--- src/rtl/fcsr_pkg.sv ---
package fcsr_pkg;
    localparam int WORD_W     = 32;
    localparam int IDX_W      = 5;
    localparam int EXC_N      = 5;
    localparam int CC_N       = 8;
    localparam int SEL_W      = $clog2(CC_N);
    localparam int CAUSE_W    = EXC_N + 1;
    localparam int RM_LO      = 0;
    localparam int RM_W       = 2;
    localparam int FLAG_LO    = 2;
    localparam int EN_LO      = FLAG_LO + EXC_N;
    localparam int CAUSE_LO   = EN_LO + EXC_N;
    localparam int CC0_POS    = 23;
    localparam int FLUSH_POS  = 24;
    localparam int CC_HI_BASE = 25;
    localparam logic [IDX_W-1:0] STATUS_IDX = 5'd31;

    function automatic int cc_pos(input int n);
        return (n == 0) ? CC0_POS : CC_HI_BASE + n - 1;
    endfunction
endpackage

--- src/rtl/fcsr_access.sv ---
module fcsr_access
    import fcsr_pkg::*;
(
    input  logic [IDX_W-1:0]  rd_idx,
    input  logic              wr_en,
    input  logic [IDX_W-1:0]  wr_idx,
    input  logic [WORD_W-1:0] word,
    output logic [WORD_W-1:0] rd_data,
    output logic              sw_load
);
    // Only the status index is backed by storage; the revision and all
    // remaining indices read back as zero and swallow writes.
    always_comb begin
        rd_data = (rd_idx == STATUS_IDX) ? word : '0;
        sw_load = wr_en && (wr_idx == STATUS_IDX);
    end
endmodule

--- src/rtl/fcsr_exc.sv ---
module fcsr_exc
    import fcsr_pkg::*;
(
    input  logic [WORD_W-1:0] word_in,
    input  logic              op_valid,
    input  logic [EXC_N-1:0]  op_cause,
    output logic [WORD_W-1:0] word_out,
    output logic              wb_block,
    output logic              trap_pending
);
    logic [EXC_N-1:0] en_f;
    logic [EXC_N-1:0] cause_f;

    always_comb begin
        en_f     = word_in[EN_LO +: EXC_N];
        cause_f  = word_in[CAUSE_LO +: EXC_N];
        word_out = word_in;
        if (op_valid) begin
            // cause is rewritten whole, flags accumulate
            word_out[CAUSE_LO +: CAUSE_W] = {{(CAUSE_W-EXC_N){1'b0}}, op_cause};
            word_out[FLAG_LO +: EXC_N]    = word_in[FLAG_LO +: EXC_N] | op_cause;
        end
        wb_block     = op_valid && ((op_cause & en_f) != '0);
        trap_pending = (cause_f & en_f) != '0;
    end
endmodule

--- src/rtl/fcsr_cc.sv ---
module fcsr_cc
    import fcsr_pkg::*;
(
    input  logic [WORD_W-1:0] word_in,
    input  logic              cmp_valid,
    input  logic [SEL_W-1:0]  cmp_sel,
    input  logic              cmp_result,
    output logic [WORD_W-1:0] word_out,
    output logic [CC_N-1:0]   cc_out
);
    logic [CC_N-1:0]   hit;
    logic [WORD_W-1:0] sel_mask;

    for (genvar g = 0; g < CC_N; g++) begin : g_cc
        assign hit[g]    = cmp_valid && (int'(cmp_sel) == g);
        assign cc_out[g] = word_in[cc_pos(g)];
    end

    always_comb begin
        sel_mask = '0;
        for (int g = 0; g < CC_N; g++) begin
            if (hit[g]) sel_mask[cc_pos(g)] = 1'b1;
        end
        word_out = (word_in & ~sel_mask) | (sel_mask & {WORD_W{cmp_result}});
    end
endmodule

--- src/rtl/fcsr_unit.sv ---
module fcsr_unit
    import fcsr_pkg::*;
(
    input  logic              clk,
    input  logic              rst_n,
    input  logic [IDX_W-1:0]  rd_idx,
    output logic [WORD_W-1:0] rd_data,
    input  logic              wr_en,
    input  logic [IDX_W-1:0]  wr_idx,
    input  logic [WORD_W-1:0] wr_data,
    input  logic              op_valid,
    input  logic [EXC_N-1:0]  op_cause,
    input  logic              cmp_valid,
    input  logic [SEL_W-1:0]  cmp_sel,
    input  logic              cmp_result,
    output logic [RM_W-1:0]   round_mode,
    output logic              flush_denorm,
    output logic [CC_N-1:0]   cond_codes,
    output logic              wb_block,
    output logic              trap_req
);
    logic [WORD_W-1:0] status_q;
    logic [WORD_W-1:0] after_exc;
    logic [WORD_W-1:0] after_cc;
    logic [WORD_W-1:0] status_d;
    logic              sw_load;
    logic              trap_pending;

    fcsr_access u_access (
        .rd_idx  (rd_idx),
        .wr_en   (wr_en),
        .wr_idx  (wr_idx),
        .word    (status_q),
        .rd_data (rd_data),
        .sw_load (sw_load)
    );

    fcsr_exc u_exc (
        .word_in      (status_q),
        .op_valid     (op_valid),
        .op_cause     (op_cause),
        .word_out     (after_exc),
        .wb_block     (wb_block),
        .trap_pending (trap_pending)
    );

    fcsr_cc u_cc (
        .word_in    (after_exc),
        .cmp_valid  (cmp_valid),
        .cmp_sel    (cmp_sel),
        .cmp_result (cmp_result),
        .word_out   (after_cc),
        .cc_out     (cond_codes)
    );

    always_comb begin
        status_d = sw_load ? wr_data : after_cc;
    end

    always_ff @(posedge clk) begin
        if (!rst_n) status_q <= '0;
        else        status_q <= status_d;
    end

    always_comb begin
        round_mode   = status_q[RM_LO +: RM_W];
        flush_denorm = status_q[FLUSH_POS];
        trap_req     = trap_pending;
    end
endmodule

--- config.mk ---
export PLATFORM = sky130hd
export DESIGN_NAME = fcsr_unit
export DESIGN_NICKNAME = d
export VERILOG_FILES = /design/src/rtl/fcsr_pkg.sv /design/src/rtl/fcsr_access.sv /design/src/rtl/fcsr_exc.sv /design/src/rtl/fcsr_cc.sv /design/src/rtl/fcsr_unit.sv
export SDC_FILE = /design/constraint.sdc
export NUM_CORES = 1
export LEC_CHECK = 0
export CORE_MARGIN = 5
export CORE_UTILIZATION = 42
export DETAILED_ROUTE_END_ITERATION = 10
export PLACE_DENSITY = 0.86
export SYNTH_ARGS = -nofsm -noshare
export SYNTH_HDL_FRONTEND = slang
export SYNTH_SLANG_ARGS = --single-unit
export TNS_END_PERCENT = 10
--- constraint.sdc ---
create_clock -name clk -period 2.8 [get_ports clk]
set_input_delay 0.28 -clock clk [delete_from_list [all_inputs] [get_ports clk]]
set_output_delay 0.28 -clock clk [all_outputs]
set_load 0.005 [all_outputs]
* Yosys cells after proc, flatten, opt, wreduce, memory -nomap -nowiden
Index checks and enable logic that the tools add are counted.
** Operators by class
- Equal/unequal tests :: 9
- Multiplexer cells :: 12
- Bitwise operators :: 7
- Reductions and logical operators :: 13
** Operator list (count)
- $and 32x32->32 :: 2
- $mux 32 :: 2
- $not 32->32 :: 1
- $or 32x32->32 :: 1
- $eq 3x3->1 const B :: 4
- $and 5x5->5 :: 2
- $eq 5x5->1 const B :: 2
- $logic_and 1x1->1 :: 10
- $reduce_bool 5->1 :: 2
- $mux 1 :: 8
- $eq 3x2->1 const B :: 2
- $mux 6 :: 1
- $mux 5 :: 1
- $or 5x5->5 :: 1
- $eq 3x1->1 const B :: 1
- $logic_not 3->1 :: 1
** Word-level totals
- Bits in registers :: 32
- Logic and storage cells :: 42

* Logic depth before layout (Yosys ltp)
Gate-level depths: netlist of run 1.
- Depth in word-level cells :: 7
- Mapped depth :: 5
- Mapped depth without buffers :: 3

* By module
Synthesis of run 1 repeated with hierarchy kept, for this count alone.
** Unflattened totals
- Cell total of the unflattened synthesis :: 270
- Area, all modules :: 2570.0 um^2
** Modules (own cells, without submodules)
- fcsr_unit :: instances 1, cells each 105, area an instance 1258.7 um^2
- fcsr_access :: instances 1, cells each 78, area an instance 549.3 um^2
- fcsr_cc :: instances 1, cells each 48, area an instance 426.7 um^2
- fcsr_exc :: instances 1, cells each 39, area an instance 335.3 um^2

* Least setup slack after synthesis of run 1
OpenSTA, ideal clock, no wires.
- Kind :: input -> output
- Start :: input port rd_idx[4]
- End :: output port rd_data[10]
- Arrival :: 881 ps
- Required time :: 2520 ps
- Slack :: 1639 ps
- Cell stages on the path :: 4
- Path buffers :: 1
- Cells stage by stage :: nand3_1 nor2_1 clkbuf_1 and2_1
** On the way
- Longest elaborated chain between the ends :: 2
** Ends and longest elaborated chain
- start: declaration :: line fcsr_unit.sv:6 : input logic [IDX_W-1:0] rd_idx,
- $eq 5x5->1 :: line fcsr_access.sv:14 : rd_data = (rd_idx == STATUS_IDX) ? word : '0;
- $mux 32 :: line fcsr_access.sv:14
- end: declaration :: line fcsr_unit.sv:7 : output logic [WORD_W-1:0] rd_data,
Every way passes these cells.

* Worst setup path after layout of run 1
- Start :: input port rd_idx[4]
- End :: output port rd_data[15]
The elaborated chain is that of the path after synthesis.

==> metrics.md, run 1 <==
| Metric | Value |
|---|---|
| Iteration-0 DRC count of the detailed router | 100 |
| Lkg Pwr | roughly 1.1 nW |
| H-Tree Depth | 2 |
| Root buf cell | clkbuf_8 |
| Worst path required time | 2.52 ns |
| Core box area | about 0.0043 mm^2 |
| Final net count | 351 |
| Post-cts hold buffer count | 0 |
| Max-cap check violation count | 0 |
| Number of vias per cell | ~5.5 |
| WL per Instance | 16.1 um |
| Clk_lat worst skew | between 0.2 and 0.3 ns |
| Synth area leaders | dfxtp_1, and2_1, mux2i_1 |
| Routed wl met2 | between 2000 and 3000 um |
| Initial Util | between 40% and 50% |
| Synth Net Count | between 200 and 300 |
| Total number of vias | 1900 |
| RSZ-0062 raised after global routing | no |
| Ant. Diodes | 0 |
| Avg Inst Size Synth | approximately 8.7 um^2 |
| YS warnings | 0 |
| Largest net degree at the start of global routing | 33 |
| CTS max path bufs | 2 |
| PD cells | around 380 mW/mm^2 |
| Total grt overflow | 0 |
| Post-Route WL | roughly 5600 um |
| Top-area cell type share of the netlist area | 34.6% |
| Count of distinct cell types in the synthesized netlist | 25 |
| CTS tree | done |
| Antenna violations before repair | 0 |
| Clock sink total | 32 |
| Seq/Total Area, Yosys | between 30% and 40% |
| Max VDD drop | approximately 0.00029 V |
| Synth area leader | dfxtp_1 |
| Row count | 24 |
| Post-synthesis cell count | about 210 |
| Final min period | ~2.1 ns |
| Die Ht | between 70 and 80 um |
| #FFs+latches synth | 32 |
| Post-route design area | a little under 0.003 mm^2 |
| Area Growth Syn to Fin | 56.4% |
| Highest metal used | met4 |
| Clock transition at path regs | 0.07 ns |
| Critical Path AT | approximately 1.9 ns |
| Final WS setup | approximately 0.65 ns |
| Drt pass-1 iters | 7 |
| Min-Delay Path Class | flip-flop to flip-flop |
| Max FO, Critical Path | 32 |
| TritonCTS Buffers | 5 |
| Endpoints failing hold | 0 |
| Worst slack at placement | roughly 0.66 ns |
| Count of pins over their slew limit | 0 |
| Post-DRT Antenna Nets | 0 |
| Commonest non-fill, non-tap cell in the layout | clkdlybuf4s50_1 |
| Port bufs | 100 |
| Commonest non-fill, non-tap cells in the layout | clkdlybuf4s50_1, and2_1, dfxtp_1 |
| Die X | 76.4 um |
| Status | finished clean |
| Worst slew pin tran | 0.620 ns |
| Die area | 0.00583 mm^2 |
| Crit path capture type | output pin |
| Area post-placement | ~0.0028 mm^2 |
| Final Util | between 60% and 70% |
| Rel. slew slack | between 50% and 60% |
| Resize count post-CTS | 0 |
| DRC viols | 0 |
| Global-route wire length before repair | ~9000 um |
| GPL Wtd Cong | 0.792 |
| Tot GR Track Use | 18.6% |
| Met3 WL | between 300 and 400 um |
| Setup tns final | 0 ns |
| Vias in the first global route | approximately 1900 |
| Pwr Total | ~1.1 mW |
| Critical path class | input pin to output pin |
| Worst setup SP type | input pin |
| FMAX | 0.465 GHz |
| Setup-failing EPs final | 0 |
| M1 wire length | 2460 um |
| Layout cells sized above 1 | under 10% |
| Final Skew | 0 ns |
| IO Pins | around 100 |
| Mapped cell area | approximately 0.0018 mm^2 |
| Period utilization | 76.7% |
| Post-DP HPWL | around 4000 um |
| Setup repair bufs after CTS | 0 |
layer usage:
metal | GRT usage (%) | up-vias
li1 | - | 925
met1 | 22.8 | 896
met2 | 32.0 | 73
met3 | 4.73 | 6
met4 | 5.07 | 0
met5 | 0 | -
worst max-delay path, stage by stage:
cell and delay [ns]:
clkdlybuf4s50_1 0.45, nand3_1 0.08, nor2_2 0.08, buf_4 0.27, and2_1 0.19, clkdlybuf4s50_1 0.51
final timing paths:
kind / startpoint / endpoint / slack (ns) / cells after the start
setup / recovery: rd_idx[4] / rd_data[15] / 0.65 / 6
hold / removal: status_q[20] / status_q[20] / 0.47 / 2
hold reg to reg: status_q[20] / status_q[20] / 0.47 / 2
setup reg to reg: status_q[13] / status_q[13] / 2.02 / 3
kinds of logic (layout without fill, tap and decap cells):
logic type | Yosys count | count (layout) | share of synthesized area, %
DFF | 32 | 32 | 34.6
muxes | 13 | 13 | 7.04
buffers and inverters | 29 | 113 | 9.27
and+or+nand+nor | 64 | 64 | 22.4
AOI/OAI and AO/OA | 74 | 74 | 26.7
power by group:
part           internal, mW  total (mW)  switching, mW  leakage, nW
clock network         0.264       0.431          0.167       0.0552
registers             0.470       0.480        0.00946        0.261
logic                 0.109       0.176         0.0670        0.787
total                 0.843        1.09          0.244         1.10
per-stage QoR:
stage	std cells	hold WS, ns
after floorplan	212	0.427
after global placement	340	0.458
after detailed placement	340	0.467
after CTS	348	0.476
after global routing	348	0.506
final	348	0.473
synth_stat cells:
cell	instances
a21boi_0	12
a21boi_1	3
a21oi_1	13
a222oi_1	2
a22oi_1	2
and2_1	33
and4_1	1
and4bb_2	3
buf_2	2
buf_4	12
buf_6	2
clkbuf_1	13
dfxtp_1	32
mux2i_1	13
nand2_1	3
nand2_4	1
nand3_1	15
nand4_1	2
nand4b_1	3
nor2_1	1
nor2b_1	1
nor4b_2	1
o211a_1	10
o21ai_0	24
o31ai_1	8
final cells by class:
class,instances,area (um^2)
Clock buffer,6,72.6
Clock inverter,2,35.0
Timing Repair Buffer,105,1040
Tap cell,52,65.1
Sequential cell,32,641
Fill cell,388,1430
Multi-Input combinational cell,151,1040
No activity file was read; power rests on OpenSTA's default activity.
==> inputs of run 2 (changes only) <==
CORE_UTILIZATION = 35   (was 42)
PLACE_DENSITY = 0.76   (was 0.86)
clock period = 1.9 ns   (was 2.8 ns; I/O delays follow)
==> metrics.md, run 2 (same netlist as run 1, synthesis figures left out) <==
| Metric | Value |
|---|---|
| Status | finished clean |
| Worst slack at placement | between 0.005 and 0.006 ns |
| Root buf cell | clkbuf_8 |
| Iteration-0 DRC count of the detailed router | 56 |
| DRC viols | 0 |
| Clk_lat worst skew | about 0.27 ns |
| Number of vias per cell | between 5 and 6 |
| Row count | 26 |
| Post-DP HPWL | around 4000 um |
| Met1 usage | between 10% and 20% |
| Critical Path AT | approximately 1.7 ns |
| Worst slew pin tran | 0.316 ns |
| Antenna violations before repair | 0 |
| Placed instance count | about 360 |
| Die X | 82.7 um |
| Final Skew | 0 ns |
| Rel. slew slack | slightly below 80% |
| Total number of vias | around 1900 |
| Seq pwr share | 47.1% |
| Met3 Usage GRT | approximately 6.8% |
| CTS max path bufs | 2 |
| Commonest non-fill, non-tap cell in the layout | clkdlybuf4s50_1 |
| FMAX | about 0.53 GHz |
| Count of pins over their slew limit | 0 |
| Min-Delay Path Class | flip-flop to flip-flop |
| RSZ-0062 raised after global routing | yes |
| Int Pwr | roughly 1.2 mW |
| Hold Slack | between 0.4 and 0.5 ns |
| Commonest non-fill, non-tap cells in the layout | clkdlybuf4s50_1, and2_1, dfxtp_1 |
| Die Ht | a little over 80 um |
| Post-route design area | around 0.0030 mm^2 |
| Max-cap check violation count | 0 |
| Tot GR Track Use | between 15 and 20% |
| Final Util | roughly three fifths |
| Drt pass-1 iters | 4 |
| Worst setup SP type | input pin |
| Final net count | 354 |
| Critical path class | input pin to output pin |
| WL per Instance | around 15 um |
| CTS tree | done |
| Vias in the first global route | around 1800 |
| GRT busiest layer | met2 |
| Endpoints failing hold | 0 |
| Period utilization | 99.2% |
| Pwr Total | approximately 1.5 mW |
| Area post-placement | ~0.0028 mm^2 |
| Post-cts hold buffer count | 0 |
| Clock transition at path regs | roughly 0.07 ns |
| IO Pins | between 100 and 150 |
| Max VDD drop | between 0.0003 and 0.0004 V |
| Global-route wire length before repair | 8670 um |
| Port bufs | 100 |
| Initial Util | a little over a third |
| Die area | between 0.006 and 0.007 mm^2 |
| Clock share of power | between 30% and 40% |
| Sw Ratio | about a quarter |
| Largest net degree at the start of global routing | 33 |
| Worst path required time | around 1.7 ns |
| Layout cells sized above 1 | approximately 6.7% |
| Setup repair bufs after CTS | 0 |
| Clock sink total | 32 |
| PD cells | 501 mW/mm^2 |
| Total grt overflow | 0 |
| Lkg Pwr | around 1.6 nW |
| Core box area | 0.00511 mm^2 |
| Setup-failing EPs final | 0 |
| Fin cells | 369 |
| Post-DRT Antenna Nets | 0 |
| # fillers | between 400 and 500 |
| Ant. Diodes | 0 |
| Comb power frac | ~17% |
| Setup tns final | 0 ns |
| Crit path capture type | output pin |
| GRT met2 Usage | 29.0% |
| Psw | 0.349 mW |
| Area Growth Syn to Fin | 62.0% |
| GPL Wtd Cong | 0.757 |
| Post-Route WL | around 5700 um |
| H-Tree Depth | 2 |
| Max FO, Critical Path | 32 |
| TritonCTS Buffers | 5 |
| Final WS setup | 0.0160 ns |
| Final min period | 1.88 ns |
[run 2: cell count changes in the layout (fill, tap and decap cells not counted), sizes merged]
cell / change
clkinv: -1
clkbuf: +2
bufinv: -1
buf: +3
clkdlybuf4s50: -26
dlymetal6s2s: +26
[run 2: layout make-up]
cell class / instances / area (um^2) / share of cell area, %
Tap cell: 70 / 87.6 / 2.92
Sequential cell: 32 / 641 / 21.4
Timing Repair Buffer: 108 / 1140 / 38.0
Clock buffer: 8 / 90.1 / 3.01
Multi-Input combinational cell: 151 / 1040 / 34.7
[run 2: worst max-delay path, stage by stage]
cell and delay [ns]:
clkdlybuf4s50_1 0.45, nand3_1 0.09, nor2_2 0.13, buf_12 0.18
and2_1 0.15, clkdlybuf4s50_1 0.50
[run 2: power by group through the flow]
| stage | logic [mW] | clock network (mW) | registers (mW) |
|---|---|---|---|
| after floorplan | 0.105 | 0 | 0.717 |
| after global placement | 0.257 | 0 | 0.721 |
| after detailed placement | 0.260 | 0 | 0.722 |
| after CTS | 0.261 | 0.547 | 0.707 |
| after global routing | 0.281 | 0.585 | 0.710 |
| final | 0.260 | 0.534 | 0.707 |
[run 2: what timing repair did]
action / CTS / global route
resized for setup: 0 / 26
setup endpoints to repair: 0 / 32
endpoints found under the hold margin: 0 / 0
[run 2: path summary, 6_finish.rpt]
kind | from | end | slack, ns | cells past startpoint
setup / recovery | rd_idx[4] | rd_data[7] | 0.02 | 6
hold / removal | status_q[18] | status_q[18] | 0.47 | 2
setup reg to reg | status_q[12] | status_q[12] | 1.11 | 3
hold reg to reg | status_q[18] | status_q[18] | 0.47 | 2
[run 2: metal layers]
layer | vias up | routed length, um
li1 | 931 | -
met1 | 870 | 2330
met2 | 69 | 2820
met3 | 2 | 541
met4 | 0 | 10
met5 | - | 0
